--- config.mk ---
export PLATFORM = sky130hd
export DESIGN_NAME = pc_skip_seq
export DESIGN_NICKNAME = d
export VERILOG_FILES = /design/src/rtl/pc_skip_seq.sv
export SDC_FILE = /design/constraint.sdc
export NUM_CORES = 1
export LEC_CHECK = 0
export ABC_CLOCK_PERIOD_IN_PS = 3150
export BUFFER_PORTS_ARGS = -buffer_cell sky130_fd_sc_hd__buf_2
export CORE_MARGIN = 10
export CORE_UTILIZATION = 36
export DETAILED_ROUTE_END_ITERATION = 12
export GPL_TIMING_DRIVEN = 0
export HOLD_SLACK_MARGIN = 0.06
export PLACE_DENSITY = 0.68
export SLEW_MARGIN = 15
export SYNTH_ARGS = -nofsm -noshare
export SYNTH_HDL_FRONTEND = slang
export SYNTH_SLANG_ARGS = --single-unit
--- constraint.sdc ---
create_clock -name clk -period 3.15 [get_ports clk]
set_input_delay 0 -clock clk [delete_from_list [all_inputs] [get_ports clk]]
set_output_delay 0 -clock clk [all_outputs]
set_load 0.01 [all_outputs]
--- src/rtl/pc_skip_seq.sv ---
module pc_skip_seq #(
  parameter int AW = 12
) (
  input  logic          clk,
  input  logic          rst,
  input  logic          run,
  input  logic          skip_req,
  input  logic          load_req,
  input  logic [AW-1:0] load_target,
  input  logic          irq,
  output logic [AW-1:0] pc,
  output logic [AW-1:0] mar,
  output logic [1:0]    tstate,
  output logic          force_call
);
  localparam logic [1:0] TS1 = 2'd0;
  localparam logic [1:0] TS2 = 2'd1;
  localparam logic [1:0] TS3 = 2'd2;
  localparam logic [1:0] TS4 = 2'd3;

  logic          skip_ff;
  logic          irq_pend;
  logic          irq_any;
  logic [AW-1:0] add_base;
  logic          add_cin;
  logic [AW-1:0] add_sum;

  assign irq_any = irq_pend | irq;

  always_comb begin
    case (tstate)
      TS1:     begin add_base = mar;         add_cin = 1'b1;    end
      TS3:     begin add_base = load_target; add_cin = 1'b0;    end
      default: begin add_base = pc;          add_cin = skip_ff; end
    endcase
  end

  assign add_sum = add_base + {{(AW-1){1'b0}}, add_cin};

  always_ff @(posedge clk) begin
    if (rst) begin
      pc         <= '0;
      mar        <= '0;
      tstate     <= TS1;
      skip_ff    <= 1'b0;
      irq_pend   <= 1'b0;
      force_call <= 1'b0;
    end else begin
      if (irq) irq_pend <= 1'b1;
      if (run) begin
        tstate     <= tstate + 2'd1;
        force_call <= 1'b0;
        case (tstate)
          TS1: begin
            skip_ff <= 1'b0;
            pc      <= add_sum;
          end
          TS3: begin
            if (skip_req) skip_ff <= 1'b1;
            if (load_req) begin
              pc  <= add_sum;
              mar <= add_sum;
            end
          end
          TS4: begin
            if (irq_any) begin
              mar        <= '0;
              force_call <= 1'b1;
              irq_pend   <= 1'b0;
            end else begin
              mar <= add_sum;
            end
          end
          default: ;
        endcase
      end
    end
  end


  ts_order_chk: assert property (@(posedge clk) disable iff (rst)
    run |=> tstate == $past(tstate) + 2'd1);


  stall_hold_chk: assert property (@(posedge clk) disable iff (rst)
    !run |=> $stable(pc) && $stable(mar) && $stable(tstate) && $stable(force_call));


  fetch_inc_chk: assert property (@(posedge clk) disable iff (rst)
    (run && tstate == TS1) |=> pc == $past(mar) + 1'b1);


  skip_only_ts3_chk: assert property (@(posedge clk) disable iff (rst)
    $rose(skip_ff) |-> $past(tstate) == TS3);


  plain_next_chk: assert property (@(posedge clk) disable iff (rst)
    (run && tstate == TS4 && !irq_any && !skip_ff) |=> mar == $past(pc));


  irq_entry_chk: assert property (@(posedge clk) disable iff (rst)
    (run && tstate == TS4 && irq_any) |=> mar == '0 && force_call);


  irq_hold_chk: assert property (@(posedge clk) disable iff (rst)
    (irq && !(run && tstate == TS4)) |=> irq_pend);
endmodule

# Word-level counts from Yosys, hierarchy flattened
# Index checks and enable logic that the tools add are counted.
[totals]
memories = 0
latchBits = 0
out_inout_bits = 27
register_bits = 29
rom_bits = 0
mem_bits_rw = 0
[classes]
muxes = 14
n_div = 0
n_mul = 0
shift = 0
add_sub_neg = 2
bitwise_logic = 1
eq_ne = 4
n_reduce_logical = 6
magnitude_cmp = 0
[op_table]
columns = ["op", "count"]
rows = [
  ["$pmux W12 S2", 3],
  ["$mux W12", 2],
  ["$add A12 B1 Y12", 1],
  ["$reduce_and A3 Y1", 3],
  ["$mux W1", 7],
  ["$eq A2 B2 Y1 const B", 2],
  ["$ne A2 B2 Y1 const B", 2],
  ["$pmux W1 S2", 2],
  ["$reduce_bool A2 Y1", 2],
  ["$add A2 B1 Y2 const B", 1],
  ["$logic_not A2 Y1", 1],
  ["$or A1 B1 Y1", 1],
]

# Longest topological paths before layout
# Gate-level depths: netlist of the first run.
[depth]
depth_word = 5
depth_mapped = 12
depth_no_buf = 11

# Least setup slack after synthesis of the first run
# OpenSTA, ideal clock, no wires.
[synth_timing]
path_type = "register to register"
start = "register tstate[0]"
end = "register pc[8]"
t_arrival_ns = 2.710
path_stages_with_launch = 8
synth_period_minus_slack_ns = 2.832
required_time_ns = 3.028
path_slack_ns = 0.318
path_cell_list = "dfxtp_1 -> inv_1 -> ha_1 -> or3b_1 -> a222oi_1 -> nand4_1 -> and4_1 -> a311o_1"
[synth_via]
elab_chain_cells = 5
word_cells_on_any_way = 10
[synth_lines]
columns = ["item", "line", "rtl"]
rows = [
  ["from (decl)", "13", "output logic [1:0] tstate,"],
  ["from (signal assigned)", "51", "tstate <= tstate + 2'd1;"],
  ["$eq A2 B2 Y1 / $logic_not A2 Y1 (equally long branches)", "31, 53", ""],
  ["$pmux W12 S2 / $pmux W1 S2 (equally long branches)", "31", "case (tstate)"],
  ["$add A12 B1 Y12", "38", "assign add_sum = add_base + {{(AW-1){1'b0}}, add_cin};"],
  ["$mux W12", "60", "if (load_req) begin"],
  ["$pmux W12 S2", "53", "case (tstate)"],
  ["to (signal assigned)", "56", "pc <= add_sum;"],
  ["to (signal assigned)", "61", "pc <= add_sum;"],
  ["to (decl)", "11", "output logic [AW-1:0] pc,"],
]
# Several ways; a longest one is shown, not always the timed one. The select of a mux whose other input is x is not followed.
# A chain may end at the register's enable or synchronous reset.

# Worst setup path after layout of the first run
# Same ends and word-level chain as after synthesis.

==> results of run 1 <==
-- cell usage in the layout, fill, tap and decap left out, types with 3 or more instances in the layout --
cell type   n
dfxtp_1    29
ha_1        5
a21o_1      4
and4_1      4
clkbuf_1    9
a21oi_1    10
buf_4       5
clkbuf_4    3
xnor2_1     5
inv_1       3
nand2_1    23
a22o_1     12
clkbuf_8    6
nor3_1      3
and2_1      3
nor2_1     12
a22oi_1    13
mux2i_1     4
nor2b_1     3
nor4_1      4
nand3_1     4
nor3b_1     4
or3b_2      4
nand4_1     7
buf_2      45
-- how the worst max path moves through the flow --
| stage | slack (ps) | to | cells past startpoint | startpoint |
|---|---|---|---|---|
| 4_1_cts | 130 | pc[8] | 12 | tstate[0] |
| 3_5_place_dp | -50 | pc[8] | 12 | tstate[0] |
| 3_3_place_gp | -20 | pc[8] | 7 | tstate[0] |
| 2_1_floorplan | 320 | pc[8] | 7 | tstate[0] |
| 5_1_grt | 10 | pc[8] | 12 | tstate[0] |
| 6_report | 180 | pc[8] | 12 | tstate[0] |
-- cells in the mapped netlist (all sizes together), types with 2 or more instances --
cell type and n:
nor2b 3, nand2 23, a22o 12, nor3b 4, o21ai 2, or3b 6, nor4 4, a32o 2
and4 4, a222oi 2, clkbuf 8, nand4 7, xor2 2, nor3 3, mux2i 4, buf 4
nand3 5, dfxtp 29, and2 3, xnor2 5, a21o 4, a31o 2, a311o 2, inv 3
a21oi 10, nor2 13, ha 5, a22oi 13
-- worst min-delay path, cell delays in order --
cell      delay (ps)
buf_2            100
nor2_1           130
a211oi_1          60
-- repair_timing --
item                                    4_1_cts  5_1_grt
endpoints found under the setup margin        2        2
setup buffers                                 5        0
gates resized for setup                       1        4
pin swaps                                     2        0
-- kinds of logic (layout without fill, tap and decap cells) --
| logic type | Yosys count | after routing |
|---|---|---|
| and+or+nand+nor | 78 | 78 |
| AOI/OAI and AO/OA | 57 | 57 |
| DFF | 29 | 29 |
| buffers and inverters | 15 | 71 |
| xor gates and xnor gates | 7 | 7 |
| adders and majority gates | 5 | 5 |
| muxes | 5 | 5 |
-- per-stage QoR --
stage	setup WS [ps]	power, mW
finish	177.8	0.8683
global route	12.15	0.9074
CTS	126.7	0.8691
detailed placement	-46.38	0.5579
global placement	-15.98	0.5559
floorplan	317.9	0.4983
-- sequential cells by signal, summed over array words and instances, names as in the netlist --
| signal | count |
|---|---|
| force_call | 1 |
| skip_ff | 1 |
| irq_pend | 1 |
| tstate | 2 |
| mar | 12 |
| pc | 12 |
-- where the power goes --
part | leakage, nW | switching (mW) | internal [mW]
logic | 0.642 | 0.109 | 0.0591
clock network | 0.0443 | 0.140 | 0.173
registers | 0.235 | 0.0101 | 0.378
-- layout make-up --
| cell class | count | area, µm² |
|---|---|---|
| multi-input combinational | 152 | 1039 |
| inverter | 3 | 11.26 |
| clock buffer | 7 | 86.33 |
| buffer | 12 | 57.56 |
| fill | 466 | 2347 |
| timing repair buffer | 49 | 257.7 |
| sequential | 29 | 580.6 |
| tap | 52 | 65.06 |
-- routing by layer --
metal,global-route usage,vias up
li1,-,862
met5,0,-
met4,0.06755,0
met3,0.04871,8
met2,0.2277,75
met1,0.1668,851
==> impl_metrics.tcl, run 1 <==
set metrics [dict create \
    outcome "completed" \
    reg2reg_depth 12 \
    synth_xor_area_frac 0.03657 \
    initial_core_util 0.3773 \
    cp-start-kind "flip-flop" \
    postRouteAntennaNets 0 \
    synth-simple-area-share 0.2530 \
    maxUsedRoutingLayer "met4" \
    routed_wl_um 5438 \
    critPathMostFrequentCell "ha_1" \
    hold-path-cell-count 3 \
    maxSlewHeadroom 0.3641 \
    grt_pass1_vias 1763 \
    clock-skew-final_ps 6.161 \
    path_buf_inv 3 \
    synthesis.area_mm2 0.001677 \
    wl_met1_um 2284 \
    cts-root-buf "clkbuf_8" \
    synthCells 196 \
    row_count 24 \
    clk_path_buf_depth 2 \
    setup_violations 0 \
    drt-initial-drc-count 162 \
    rr_startpoint "tstate[0]" \
    stdcell_area_mm2 0.002097 \
    grt_max_degree 11 \
    rrSetupSlack_ps 180 \
    finalWeightedCongestion 0.8278 \
    yosys_warnings 0 \
    final_cells 304 \
    tritoncts "yes" \
    hold_start "irq" \
    die_y_um 88.25 \
    cp_max_fo 10 \
    fin_util 0.4718 \
    grt_pass1_wl_um 8583 \
    port_buffers 44 \
    p_per_area_mw_per_mm2 414.0 \
    yosys.area.top_type_share 0.3463 \
    route.vias.total 1796 \
    r2r_end "pc[8]" \
    synth_nets 219 \
    antennaDiodeCount 0 \
    drv_cap 0 \
    max_stage_delay_ps 360 \
    ys_seq_area_frac 0.3463 \
    yosysUniqueCellTypes 43 \
    synth.area.top_cells "dfxtp_1 (35%), a22o_1 (6.3%), a22oi_1 (5.8%)" \
    antenna_found_initial 0 \
    synthAdderAreaFrac 0.03731 \
    clk-insertion-delay-late_ps 290 \
    synth_top_family_by_area "compound AO/OA/AOI/OAI gates" \
    grt.total_usage 0.1421 \
    postPlaceCellArea_mm2 0.001962 \
    rsz0062_at_grt "false" \
    drtPass1Iterations 5 \
    synth-main-ff-cell "dfxtp_1" \
    crit_required_ps 3320 \
    max_freq_mhz 336.5 \
    synth_enable_flop_cells 0 \
    fin_nets 275 \
    muxShareOfSynthArea 0.03060 \
    crit_path_top_delay_cell "dfxtp_1" \
    numCtsBuffers 5 \
    finalMaxSlewViolations 0 \
    grt_overflow 0 \
    io_pins 45 \
    syn_to_final_growth_pct 25.07 \
    drive_above_1_share 0.2778 \
    endpoint_kind "flip-flop" \
    tns_ps 0 \
    whs_endpoint "irq_pend" \
    leakage_nw 0.9210 \
    cts.sinks 29 \
    cts_max_level 2 \
    core_area_mm2 0.004444 \
    holdWs_ps 69.78 \
    wl_met3_um 463 \
    design.die.area_mm2 0.007787 \
    ir_drop_mv 0.1513 \
    hold_violations 0 \
    hold_path.class "input pin to flip-flop" \
    placed_cells 292 \
    met2WireLength_um 2590 \
    avgSynthCellArea_um2 8.554 \
    post-route-drc-count 0 \
    postSynthRegisterBits 29 \
    routedWlPerCell_um 17.89 \
    worst-slew-pin-transition_ps 953.8 \
    synth_top_cell_by_area "dfxtp_1" \
    postSynth.asyncResetShare 0 \
    postCtsHoldBufs 0 \
    min_period_over_period 0.9435 \
    fin_crit_ps 2972 \
    routed_via_density 5.908 \
    setup.worst_path.class "flip-flop to flip-flop" \
    critical-path-top-delay-family "adder cells" \
    arrival_ps 3150 \
    cp_cell_sequence "inv_1, ha_1, clkbuf_4, clkbuf_4, a22oi_1, nand2_1, ha_1, ha_1, o21a_1, nand4_1, and4_1, a311o_1" \
    place_hpwl_um 3879 \
    synth_compound_area_frac 0.2604 \
    clk_pin_slew_worst_paths_ps 70 \
    die_x_um 88.25 \
]
Power figures use the tool's default switching activity.
==> inputs of run 2 (changes only) <==
--- a/config.mk
+++ b/config.mk
@@ -8,11 +8,11 @@
 export ABC_CLOCK_PERIOD_IN_PS = 3150
 export BUFFER_PORTS_ARGS = -buffer_cell sky130_fd_sc_hd__buf_2
 export CORE_MARGIN = 10
-export CORE_UTILIZATION = 36
+export CORE_UTILIZATION = 30
 export DETAILED_ROUTE_END_ITERATION = 12
 export GPL_TIMING_DRIVEN = 0
 export HOLD_SLACK_MARGIN = 0.06
-export PLACE_DENSITY = 0.68
+export PLACE_DENSITY = 0.6
 export SLEW_MARGIN = 15
 export SYNTH_ARGS = -nofsm -noshare
 export SYNTH_HDL_FRONTEND = slang
==> run 2 against run 1 <==
Effect of this change: combinational power up 3%; sequential share of layout area shrank 0.82 points; register-to-register slack better by 40 ps; design area increased by 3.0%; utilization fell by 7.7 points; sequential power about the same; worst hold slack better by 67 ps; cell count up 6.6%; count of clock-buffer cells in the layout fell by 1; flip-flop and latch count did not move; power is 12% higher; critical path type unchanged.
==> impl_metrics.tcl, run 2 (same netlist as run 1, synthesis figures left out) <==
set metrics [dict create \
    outcome "completed" \
    maxSlewHeadroom 0.3692 \
    routedWlPerCell_um 17.00 \
    total_power_mw 0.9735 \
    grt.total_usage 0.1270 \
    drt-initial-drc-count 116 \
    syn_to_final_growth_pct 28.88 \
    cts.sinks 29 \
    antennaDiodeCount 0 \
    setup_violations 0 \
    worst-slew-pin-transition_ps 946.2 \
    drtPass1Iterations 4 \
    grt_pass1_vias 1726 \
    final_common_cell "buf_2" \
    cts_max_level 2 \
    power.share.sequential 0.399 \
    cp_max_fo 10 \
    final_cells 324 \
    place_hpwl_um 4045 \
    postRouteAntennaNets 0 \
    reg_top3 "mar x12, pc x12, tstate x2" \
    grt_max_degree 11 \
    route.vias.total 1741 \
    die_x_um 94.76 \
    endpoint_kind "flip-flop" \
    ir_drop_mv 0.1630 \
    die_y_um 94.76 \
    p_per_area_mw_per_mm2 450.5 \
    grt_pass1_wl_um 8907 \
    clk-insertion-delay-late_ps 290 \
    drv_cap 0 \
    cts-root-buf "clkbuf_8" \
    clock-skew-final_ps 8.452 \
    design.die.area_mm2 0.008979 \
    holdWs_ps 137.1 \
    clkPwrFrac 0.424 \
    port_buffers 44 \
    hold_violations 0 \
    initial_core_util 0.3064 \
    p_comb_frac 0.177 \
    routed_wl_um 5507 \
    post-route-drc-count 0 \
    setup.worst_path.class "flip-flop to flip-flop" \
    tritoncts "yes" \
    routed_via_density 5.373 \
    min_period_over_period 0.9308 \
    layout_common_cells "buf_2 (44), dfxtp_1 (29), nand2_1 (23)" \
    clk_path_buf_depth 2 \
    placed_cells 312 \
    row_count 27 \
    hold_path.class "input pin to flip-flop" \
    grt_overflow 0 \
    fin_util 0.3948 \
    p_int_mw 0.6974 \
    arrival_ps 3160 \
    cp-start-kind "flip-flop" \
    rsz0062_at_grt "false" \
    io_pins 45 \
    max_freq_mhz 341.1 \
    clk_pin_slew_worst_paths_ps 70 \
    swShare 0.2836 \
    numCtsBuffers 5 \
    core_area_mm2 0.005473 \
    fin_nets 274 \
    crit_required_ps 3370 \
    finalMaxSlewViolations 0 \
    drive_above_1_share 0.2817 \
    tns_ps 0 \
    finalWeightedCongestion 0.8213 \
    antenna_found_initial 0 \
    leakage_nw 0.9246 \
    p_sw_mw 0.2760 \
    fin_crit_ps 2932 \
]
==> run 2: final timing paths <==
path                            startpoint     end  slack [ps]  cells after the start
worst max-delay path             tstate[0]  pc[11]         220                      8
worst min-delay path                   rst  pc[11]         140                      3
worst max register to register   tstate[0]  pc[11]         220                      8
worst min register to register       pc[4]   pc[4]         470                      2
==> run 2: layout make-up <==
type	instances	area (µm²)
buffer	12	60.06
timing repair buffer	48	255.2
multi-input combinational	152	1044
inverter	3	11.26
sequential	29	580.6
clock buffer	6	82.58
clock inverter	2	37.54
tap	72	90.09
fill	609	3312
==> run 2: repair_timing <==
item	CTS	global route
pin swaps	1	1
endpoints found under the hold margin	2	0
buffers inserted	2	0
hold buffers	2	0
resized for setup	1	7
setup endpoints to repair	4	14
==> run 2: power groups by stage <==
stage	logic [mW]	registers (mW)	clock network (mW)
after floorplan	0.0994	0.399	0
after global placement	0.164	0.396	0
after detailed placement	0.166	0.396	0
after CTS	0.169	0.388	0.425
after global routing	0.191	0.390	0.442
final	0.173	0.388	0.413
==> run 2: critical path: stages (launching register included) <==
cell	delay, ps
dfxtp_1	440
inv_1	100
ha_2	240
clkbuf_4	210
or3b_2	510
a222oi_1	570
nand2_1	200
or4_1	500
nand3_1	90
==> run 2: layer usage <==
layer / vias up / share of wire / GRT usage
met5: - / 0 / 0
met4: 0 / 0.018 / 0.05486
met2: 67 / 0.46 / 0.2042
li1: 864 / - / -
met1: 803 / 0.43 / 0.1531
met3: 7 / 0.092 / 0.03886
==> run 2: metrics by stage <==
step,worst slack (ps),area [µm²]
after detailed placement,-168.8,1987
after floorplan,317.9,1677
after global routing,1.114,2161
after CTS,55.37,2143
after global placement,-95.64,1987
final,218.1,2161
==> inputs of run 3 (changes only) <==
--- a/config.mk
+++ b/config.mk
@@ -9,10 +9,12 @@
 export BUFFER_PORTS_ARGS = -buffer_cell sky130_fd_sc_hd__buf_2
 export CORE_MARGIN = 10
 export CORE_UTILIZATION = 30
+export CTS_BUF_LIST = sky130_fd_sc_hd__clkbuf_8
 export DETAILED_ROUTE_END_ITERATION = 12
+export GPL_ROUTABILITY_DRIVEN = 0
 export GPL_TIMING_DRIVEN = 0
 export HOLD_SLACK_MARGIN = 0.06
-export PLACE_DENSITY = 0.6
+export PLACE_DENSITY = 0.58
 export SLEW_MARGIN = 15
 export SYNTH_ARGS = -nofsm -noshare
 export SYNTH_HDL_FRONTEND = slang
==> run 3 against run 2 <==
Effect of this change: sequential power hardly changed; global-route usage hardly changed; die area stayed put; clock power is 15% lower; flip-flop and latch count stayed put; power is 6.7% lower; clock skew is 3.2 ps lower; via count is 0.52% lower; count of clock-buffer cells in the layout is 1 higher; sequential share of layout area is 0.47 points higher; combinational power is 3% lower; wire length is 0.35% higher; largest power group is now sequential cells.
==> impl_metrics.tcl, run 3 (same netlist as run 1, synthesis figures left out) <==
set metrics [dict create \
    use_met3 0.04282 \
    clk_path_buf_depth 2 \
    core_area_mm2 0.005473 \
    path_buf_inv 2 \
    die_x_um 94.76 \
    outcome "completed" \
    endpoint_kind "flip-flop" \
    multi_input_area_mm2 0.001045 \
    hold_start "irq" \
    grt_pass1_wl_um 8873 \
    final_common_cell "buf_2" \
    syn_to_final_growth_pct 26.64 \
    setup.worst_path.class "flip-flop to flip-flop" \
    rrSetupSlack_ps 180 \
    post-route-drc-count 0 \
    top_usage_layer "met2" \
    seq_area_um2 580.6 \
    routed_wl_um 5526 \
    finalMaxSlewViolations 0 \
    timing.final.ws_setup_ps 175.7 \
    die_y_um 94.76 \
    worst-slew-pin-transition_ps 920.6 \
    crit_path_top_delay_cell "a222oi_1" \
    cp_cell_sequence "inv_1, ha_2, clkbuf_4, or3b_2, a222oi_1, nand2_1, or4_1, nand3_1" \
    cts_max_level 2 \
    min_period_over_period 0.9442 \
    final_cells 322 \
    fin_crit_ps 2974 \
    postRouteAntennaNets 0 \
    port_buffers 44 \
    setup_violations 0 \
    cp_max_fo 10 \
    hold_violations 0 \
    endpoint "pc[11]" \
    place_hpwl_um 4054 \
    total_power_mw 0.9083 \
    reg2reg_depth 8 \
    antenna_found_initial 0 \
    arrival_ps 3210 \
    cp-start-kind "flip-flop" \
    route.vias.total 1732 \
    antennaDiodeCount 0 \
    grt.total_usage 0.1270 \
    clk_pin_slew_worst_paths_ps 70 \
    clk-insertion-delay-late_ps 290 \
    maxSlewHeadroom 0.3863 \
    rsz0062_at_grt "false" \
    max_freq_mhz 336.2 \
    grt_pass1_vias 1749 \
    rr_startpoint "tstate[0]" \
    placed_cells 312 \
    layout_common_cells "buf_2 (44), dfxtp_1 (29), nand2_1 (23)" \
    hold_path.class "input pin to flip-flop" \
    leakage_nw 0.9140 \
    drv_cap 0 \
    grt_overflow 0 \
    cts.sinks 29 \
    numCtsBuffers 5 \
    clock-skew-final_ps 5.264 \
    cts-root-buf "clkbuf_8" \
    drt-initial-drc-count 142 \
    use_met1 0.1514 \
    drtPass1Iterations 4 \
    critical-path-top-delay-family "simple AND/OR/NAND/NOR gates" \
    io_pins 45 \
    ir_drop_mv 0.1353 \
    fin_nets 272 \
    design.die.area_mm2 0.008979 \
    r2r_end "pc[11]" \
    crit_cells 8 \
    crit_required_ps 3380 \
    drive_above_1_share 0.2880 \
    p_per_area_mw_per_mm2 427.8 \
    routedWlPerCell_um 17.16 \
    row_count 27 \
    fin_util 0.3880 \
    routed_via_density 5.379 \
    tritoncts "yes" \
    postCtsHoldBufs 0 \
    grtUsageMet2 0.2002 \
    max_stage_delay_ps 590 \
    reg_top3 "mar x12, pc x12, tstate x2" \
    dp_slack_ps -97.65 \
    setup.worst_path.start "tstate[0]" \
    initial_core_util 0.3064 \
    fill_cells 618 \
    grt_max_degree 11 \
    holdWs_ps 62.54 \
]
## run 3: cell count changes in the layout (fill, tap and decap cells not counted), sizes merged
| cell | change |
|---|---|
| dlygate4sd3 | -2 |
| clkinv | +1 |
| clkinvlp | -1 |
| clkbuf | +1 |
| bufinv | -1 |
## run 3: through the flow
stage	area [µm²]	TNS [ps]
global placement	1987	-81.80
finish	2123	0
floorplan	1677	0
CTS	2105	0
detailed placement	1987	-115.7
global route	2123	0
## run 3: worst min-delay path, cell delays in order
cell,delay [ps]
buf_2,90
nor2_1,50
a211oi_1,160
## run 3: worst min path at each step
stage	end	slack, ps	depth (start not counted)
after floorplan	pc[11]	190	2
after global placement	irq_pend	330	3
after detailed placement	skip_ff	380	4
after CTS	irq_pend	60	3
after global routing	irq_pend	80	3
final	irq_pend	60	3
## run 3: power by group
| group | switching (mW) | leakage, nW | internal (mW) | total, mW |
|---|---|---|---|---|
| logic | 0.107 | 0.625 | 0.0609 | 0.168 |
| clock network | 0.154 | 0.0542 | 0.197 | 0.351 |
| registers | 0.0110 | 0.235 | 0.378 | 0.389 |
## run 3: cell type report
| type | count | area share |
|---|---|---|
| Sequential cell | 29 | 0.2734 |
| Timing Repair Buffer | 46 | 0.1108 |
| Inverter | 3 | 0.005303 |
| Multi-Input combinational cell | 152 | 0.4920 |
| Buffer | 12 | 0.02829 |
| Clock inverter | 1 | 0.002357 |
| Tap cell | 72 | 0.04243 |
| Clock buffer | 7 | 0.04537 |
## run 3: what timing repair did
item | in CTS | in global routing
endpoints found under the setup margin | 2 | 11
pin swaps | 1 | 1
setup buffers | 2 | 0
gates resized for setup | 1 | 8
## run 3: per-layer routing
metal | wire length, µm | vias up | part of all wire
met5 | 0 | - | 0
met4 | 135 | 0 | 0.024
met3 | 493 | 10 | 0.089
met2 | 2527 | 67 | 0.46
met1 | 2370 | 803 | 0.43
li1 | - | 852 | -
